[config.mk]
export PLATFORM = sky130hd
export DESIGN_NAME = i2c_byte_master
export DESIGN_NICKNAME = d
export VERILOG_FILES = /design/src/rtl/i2c_byte_master.sv
export SDC_FILE = /design/constraint.sdc
export NUM_CORES = 1
export LEC_CHECK = 0
export BUFFER_PORTS_ARGS = -buffer_cell sky130_fd_sc_hd__buf_2
export CORE_MARGIN = 8
export CORE_UTILIZATION = 28
export DETAILED_ROUTE_END_ITERATION = 12
export SYNTH_ARGS = -nofsm -noshare
export SYNTH_HDL_FRONTEND = slang
export SYNTH_SLANG_ARGS = --single-unit
export TNS_END_PERCENT = 30
[constraint.sdc]
create_clock -name clk -period 3.5 [get_ports clk]
set_clock_uncertainty 0.2 [all_clocks]
set_input_delay 0.175 -clock clk [delete_from_list [all_inputs] [get_ports clk]]
set_output_delay 0.175 -clock clk [all_outputs]
set_load 0.02 [all_outputs]
[src/rtl/i2c_byte_master.sv]
module i2c_byte_master #(
  parameter int CLK_HZ = 100_000_000,
  parameter int NBUS   = 2,
  parameter int BUS_W  = 2
) (
  input  logic              clk,
  input  logic              rst_n,
  input  logic              cmd_valid,
  input  logic [2:0]        cmd_op,
  input  logic [BUS_W-1:0]  cmd_bus,
  input  logic [7:0]        cmd_wdata,
  input  logic              cmd_ack,
  output logic              busy,
  output logic              done,
  output logic [7:0]        rdata,
  output logic              ack_seen,
  output logic              err_stuck,
  input  logic [2*NBUS-1:0] pin_in,
  output logic [2*NBUS-1:0] pin_out,
  output logic [2*NBUS-1:0] pin_oe
);
  localparam int HALF = (CLK_HZ / 10000 < 1) ? 1 : CLK_HZ / 10000;
  localparam int CW   = $clog2(HALF + 1);
  localparam int PW   = 2 * NBUS;
  localparam logic [2:0] OP_INIT = 3'd0, OP_START = 3'd1, OP_STOP = 3'd2,
                         OP_WR = 3'd3, OP_RD = 3'd4;

  logic [2:0]       op_r;
  logic [BUS_W-1:0] bus_r;
  logic [7:0]       sh_r;
  logic             ack_r;
  logic [4:0]       step;
  logic [CW-1:0]    cnt;

  logic          bus_ok, sda_in, step_end;
  logic [PW-1:0] scl_m, sda_m, out_nx, oe_nx;
  logic          scl_set, scl_v, scl_en, sda_set, sda_pull, smp, last;

  assign bus_ok   = 32'(bus_r) < NBUS;
  assign scl_m    = bus_ok ? (PW'(1) << {bus_r, 1'b0}) : '0;
  assign sda_m    = bus_ok ? (PW'(2) << {bus_r, 1'b0}) : '0;
  assign sda_in   = bus_ok ? |(pin_in & sda_m) : 1'b1;
  assign step_end = cnt == CW'(HALF - 1);

  always_comb begin
    scl_set = 1'b0; scl_v = 1'b0; scl_en = 1'b0;
    sda_set = 1'b0; sda_pull = 1'b0; smp = 1'b0; last = 1'b0;
    case (op_r)
      OP_INIT: begin
        if (step == 5'd0) begin
          scl_set = 1'b1; scl_v = 1'b1; scl_en = 1'b1; sda_set = 1'b1;
        end
        last = step == 5'd1;
        smp  = last;
      end
      OP_START: begin
        if (step == 5'd0) begin
          scl_set = 1'b1; scl_v = 1'b1;
        end else begin
          sda_set = 1'b1; sda_pull = 1'b1;
        end
        last = step == 5'd1;
      end
      OP_STOP: begin
        case (step)
          5'd0: scl_set = 1'b1;
          5'd1: begin
            scl_set = 1'b1; scl_v = 1'b1; sda_set = 1'b1; sda_pull = 1'b1;
          end
          default: sda_set = 1'b1;
        endcase
        last = step == 5'd2;
      end
      OP_WR: begin
        if (step < 5'd16) begin
          scl_set = 1'b1;
          scl_v   = step[0];
          if (!step[0]) begin
            sda_set = 1'b1; sda_pull = !sh_r[7];
          end
        end else if (step == 5'd16) begin
          scl_set = 1'b1;
        end else begin
          scl_set = 1'b1; scl_v = 1'b1; sda_set = 1'b1; smp = 1'b1; last = 1'b1;
        end
      end
      OP_RD: begin
        if (step <= 5'd16) begin
          scl_set = 1'b1;
          scl_v   = step != 5'd0 && !step[0];
          smp     = scl_v;
          sda_set = step == 5'd1;
        end else if (step == 5'd17) begin
          scl_set = 1'b1; sda_set = ack_r; sda_pull = 1'b1;
        end else begin
          scl_set = 1'b1; scl_v = 1'b1; last = 1'b1;
        end
      end
      default: last = 1'b1;
    endcase
  end

  always_comb begin
    out_nx = pin_out & ~sda_m;
    oe_nx  = pin_oe;
    if (scl_set) out_nx = scl_v ? (out_nx | scl_m) : (out_nx & ~scl_m);
    if (scl_en)  oe_nx  = oe_nx | scl_m;
    if (sda_set) oe_nx  = sda_pull ? (oe_nx | sda_m) : (oe_nx & ~sda_m);
  end

  always_ff @(posedge clk) begin
    if (!rst_n) begin
      busy <= 1'b0; done <= 1'b0; rdata <= '0; ack_seen <= 1'b0; err_stuck <= 1'b0;
      pin_out <= '0; pin_oe <= '0;
      op_r <= '0; bus_r <= '0; sh_r <= '0; ack_r <= 1'b0; step <= '0; cnt <= '0;
    end else begin
      done <= 1'b0;
      if (!busy) begin
        if (cmd_valid && cmd_op <= OP_RD) begin
          busy  <= 1'b1;
          op_r  <= cmd_op;
          bus_r <= cmd_bus;
          sh_r  <= cmd_wdata;
          ack_r <= cmd_ack;
          step  <= '0;
          cnt   <= '0;
        end
      end else begin
        if (cnt == '0) begin
          pin_out <= out_nx;
          pin_oe  <= oe_nx;
        end
        if (step_end) begin
          cnt  <= '0;
          step <= step + 5'd1;
          if (op_r == OP_WR && step < 5'd16 && step[0]) sh_r <= {sh_r[6:0], 1'b0};
          if (op_r == OP_RD && smp) sh_r <= {sh_r[6:0], sda_in};
          if (op_r == OP_WR && smp) ack_seen <= !sda_in;
          if (op_r == OP_INIT && smp) err_stuck <= !sda_in;
          if (last) begin
            busy <= 1'b0;
            done <= 1'b1;
            step <= '0;
            if (op_r == OP_RD) rdata <= sh_r;
          end
        end else begin
          cnt <= cnt + CW'(1);
        end
      end
    end
  end


  done_pulse_chk: assert property (@(posedge clk) disable iff (!rst_n) done |=> !done);

  done_idle_chk: assert property (@(posedge clk) disable iff (!rst_n) done |-> !busy);

  busy_cause_chk: assert property (@(posedge clk) disable iff (!rst_n)
    $rose(busy) |-> $past(cmd_valid));

  idle_pins_chk: assert property (@(posedge clk) disable iff (!rst_n)
    !busy |=> ($stable(pin_out) && $stable(pin_oe)));

  bad_bus_pins_chk: assert property (@(posedge clk) disable iff (!rst_n)
    (busy && !bus_ok) |=> ($stable(pin_out) && $stable(pin_oe)));

  for (genvar b = 0; b < NBUS; b++) begin : g_bus_chk

    sda_level_chk: assert property (@(posedge clk) disable iff (!rst_n) !pin_out[2*b+1]);

    data_sda_chk: assert property (@(posedge clk) disable iff (!rst_n)
      (busy && (op_r == OP_WR || op_r == OP_RD) && 32'(bus_r) == b &&
       pin_out[2*b] && $past(pin_out[2*b])) |-> $stable(pin_oe[2*b+1]));
  end
endmodule

==> impl_metrics.toml <==
[status]
outcome = "finished clean"

[job]
cap_viol_max_count = 0

[power_and_ir_drop]
ir_drop_v = 0.000171
power_leakage_nw = 1.35
power_density_nw_per_um2 = 341

[layout]
stdcell_count = 506
nets = 397
final_util_pct = 32.6
fin_area_um2 = 3380
layout-drive-gt1-share_pct = 17.8
area_growth_syn_to_layout_pct = 13.0
num_antenna_cells = 0

[clocking]
path_clk_slew_ns = 0.10
postCtsSetupBuffers = 0
clk_latency_ns = 0.31
cts-root-buf = "clkbuf_8"
clock_sinks = 53
htree_levels = 2
cts_buffers = 5
cts_resized = 0
tritoncts = "yes"
clockBufferDepth = 2

[placed_design]
numPortBuffers = 38
post-place-cells = 492
gp_congestion = 0.865
place_hpwl_mm = 5.63
pre_cts_ws_ns = 0.602
placed_area_um2 = 3220

[logic_synthesis]
yosysMostFrequentCell = "dfxtp_1"
ys_ff_latch = 53
synthFlopType = "dfxtp_1"
yosysWarnings = 0
synth_edf_count = 0
synth_area_leaders = "dfxtp_1 35%, mux2i_1 6.0%, a21oi_1 4.4%"
syn_area_um2 = 2990
synth-async-reset-ratio_pct = 0
synth_top_area_share_pct = 35.5
yosys-top-cells-count = "53 x dfxtp_1, 28 x nor2_1, 26 x a21oi_1"
ys_seq_area_share_pct = 35.5
synth_cell_types = 64
synthCells = 342
syn_area_per_cell_um2 = 8.74
synth_largest_area_cell = "dfxtp_1"
syn_nets = 369

[critical_path]
worst_ep_arrival_time_ns = 2.95
cp-end-kind = "flop"
slowest_delay_ns = 0.63
path_class = "reg2reg"
critical_path.max_fanout = 16
path_cells = "inv_1 > ha_1 > or3b_1 > a221oi_1 > a211oi_4 > nor2_1 > a211oi_1"
slowest_stage = "dfxtp_1"
cp-start-kind = "flop"
cp_data_required_time_ns = 3.51

[sta]
maxSlewHeadroom_pct = 51.5
setup_slack_ns = 0.564
report.final.slew_viol_count = 0
period_share_pct = 83.9
tns_ns = 0
fmax_mhz = 341
worstMarginPinSlew_ns = 0.718
rsz0062_at_grt = "no"
finalSetupViolations = 0
finalHoldViolations = 0
fin_crit_ns = 2.94

[global_route]
grt_pass1_wl_mm = 13.3
track_usage_pct = 11.1
antenna_found_initial = 0
grt_overflow = 0
grt_pass1_vias = 2631
grt_max_degree = 38

[hold_path]
hp-class = "in2reg"

[floorplan]
core_area_um2 = 10400
start_util_pct = 28.8
die_area_um2 = 14200
die_w_um = 119
rows = 37
ios = 41
die_h_um = 119

[drt]
viasPerCell = 5.40
wl_mm = 7.91
vias = 2731
ant_nets = 0
drt_pass1_iterations = 4
wl_per_cell_um = 15.6
drt_iter0_markers = 139
drc_errors = 0
[power breakdown]
group	internal, mW	total [mW]	switching [mW]	leakage, nW
combinational	0.0578	0.147	0.0890	0.882
clock	0.157	0.362	0.205	0.0433
sequential	0.619	0.642	0.0228	0.430
total	0.834	1.15	0.317	1.35
[path summary, 6_finish.rpt]
check	from	cells past startpoint	slack, ns	end
max	step[0]	7	0.56	sh_r[2]
min	cmd_wdata[4]	3	0.01	sh_r[4]
max reg2reg	step[0]	7	0.56	sh_r[2]
min reg2reg	pin_oe[3]	2	0.26	pin_oe[3]
[final cells by class]
type	count	area [µm²]
repair buffers	46	268
clock inverters	1	7.51
fillers	1077	6990
multi-input cells	251	1740
well taps	136	170
inverters	13	48.8
flip-flops and latches	53	1060
clock buffers	6	82.6
[registers in the layout, indices dropped and copies added (netlist names)]
signal and count:
cnt 14, rdata 8, sh_r 8, step 5, pin_oe 4, pin_out 4
op_r 3, bus_r 2, ack_r 1, ack_seen 1, busy 1, done 1
err_stuck 1
[repair_timing]
action | CTS | global route
setup endpoints to repair | 0 | 0
hold buffers | 7 | 0
endpoints found under the hold margin | 7 | 0
[placed cells by master (no fill, tap or decap), types with 3 or more instances in the layout]
cell type / synthesis / routed
a311oi_1: 6 / 6
nor2b_1: 4 / 4
nand3_1: 10 / 10
nand4_1: 16 / 16
a21oi_1: 26 / 26
nor3b_1: 5 / 5
and4_1: 3 / 3
a21o_1: 4 / 4
a211oi_1: 7 / 7
dfxtp_1: 53 / 53
nor4_1: 3 / 3
a41oi_1: 4 / 4
a31oi_1: 3 / 3
nand2_1: 22 / 22
o31ai_1: 9 / 9
inv_1: 12 / 12
nor3_1: 3 / 3
mux2i_1: 18 / 18
and3_1: 9 / 9
o211ai_1: 3 / 3
dlygate4sd3_1: 0 / 7
nor2_1: 28 / 28
nor4b_1: 4 / 4
ha_1: 6 / 6
clkbuf_8: 0 / 6
buf_2: 12 / 38
o21ai_0: 10 / 10
[metrics by stage]
step	hold WS [ns]	total power, mW
after floorplan	0.119	0.754
after detailed placement	0.226	0.796
after global routing	0.0180	1.20
final	0.0148	1.15
after CTS	0.0115	1.16
after global placement	0.214	0.792
[critical path: cells and delay by family (launching register included)]
family          cells  cell delay (ns)
compound gates      3             1.05
flops               1             0.63
simple gates        2             0.52
fa+ha+maj           1             0.28
buf+inv             1             0.15
[kinds of logic (layout without fill, tap and decap cells)]
logic type,Yosys count,after routing,synth area share (%)
and+or+nand+nor,127,127,25.1
AOI/OAI and AO/OA,98,98,24.0
DFF,53,53,35.5
buffers and inverters,38,66,6.28
muxes,18,18,6.03
adders and majority gates,6,6,2.51
xor gates and xnor gates,2,2,0.586
[per-layer routing]
layer	vias up	GRT usage (%)	share of wire (%)	wire length [µm]
met1	1331	13.3	44	3510
met5	-	0	0	0
met4	0	3.90	2.1	164
met2	46	19.8	51	4050
met3	13	1.46	2.3	182
li1	1341	-	-	-
No activity file was read; power rests on OpenSTA's default activity.
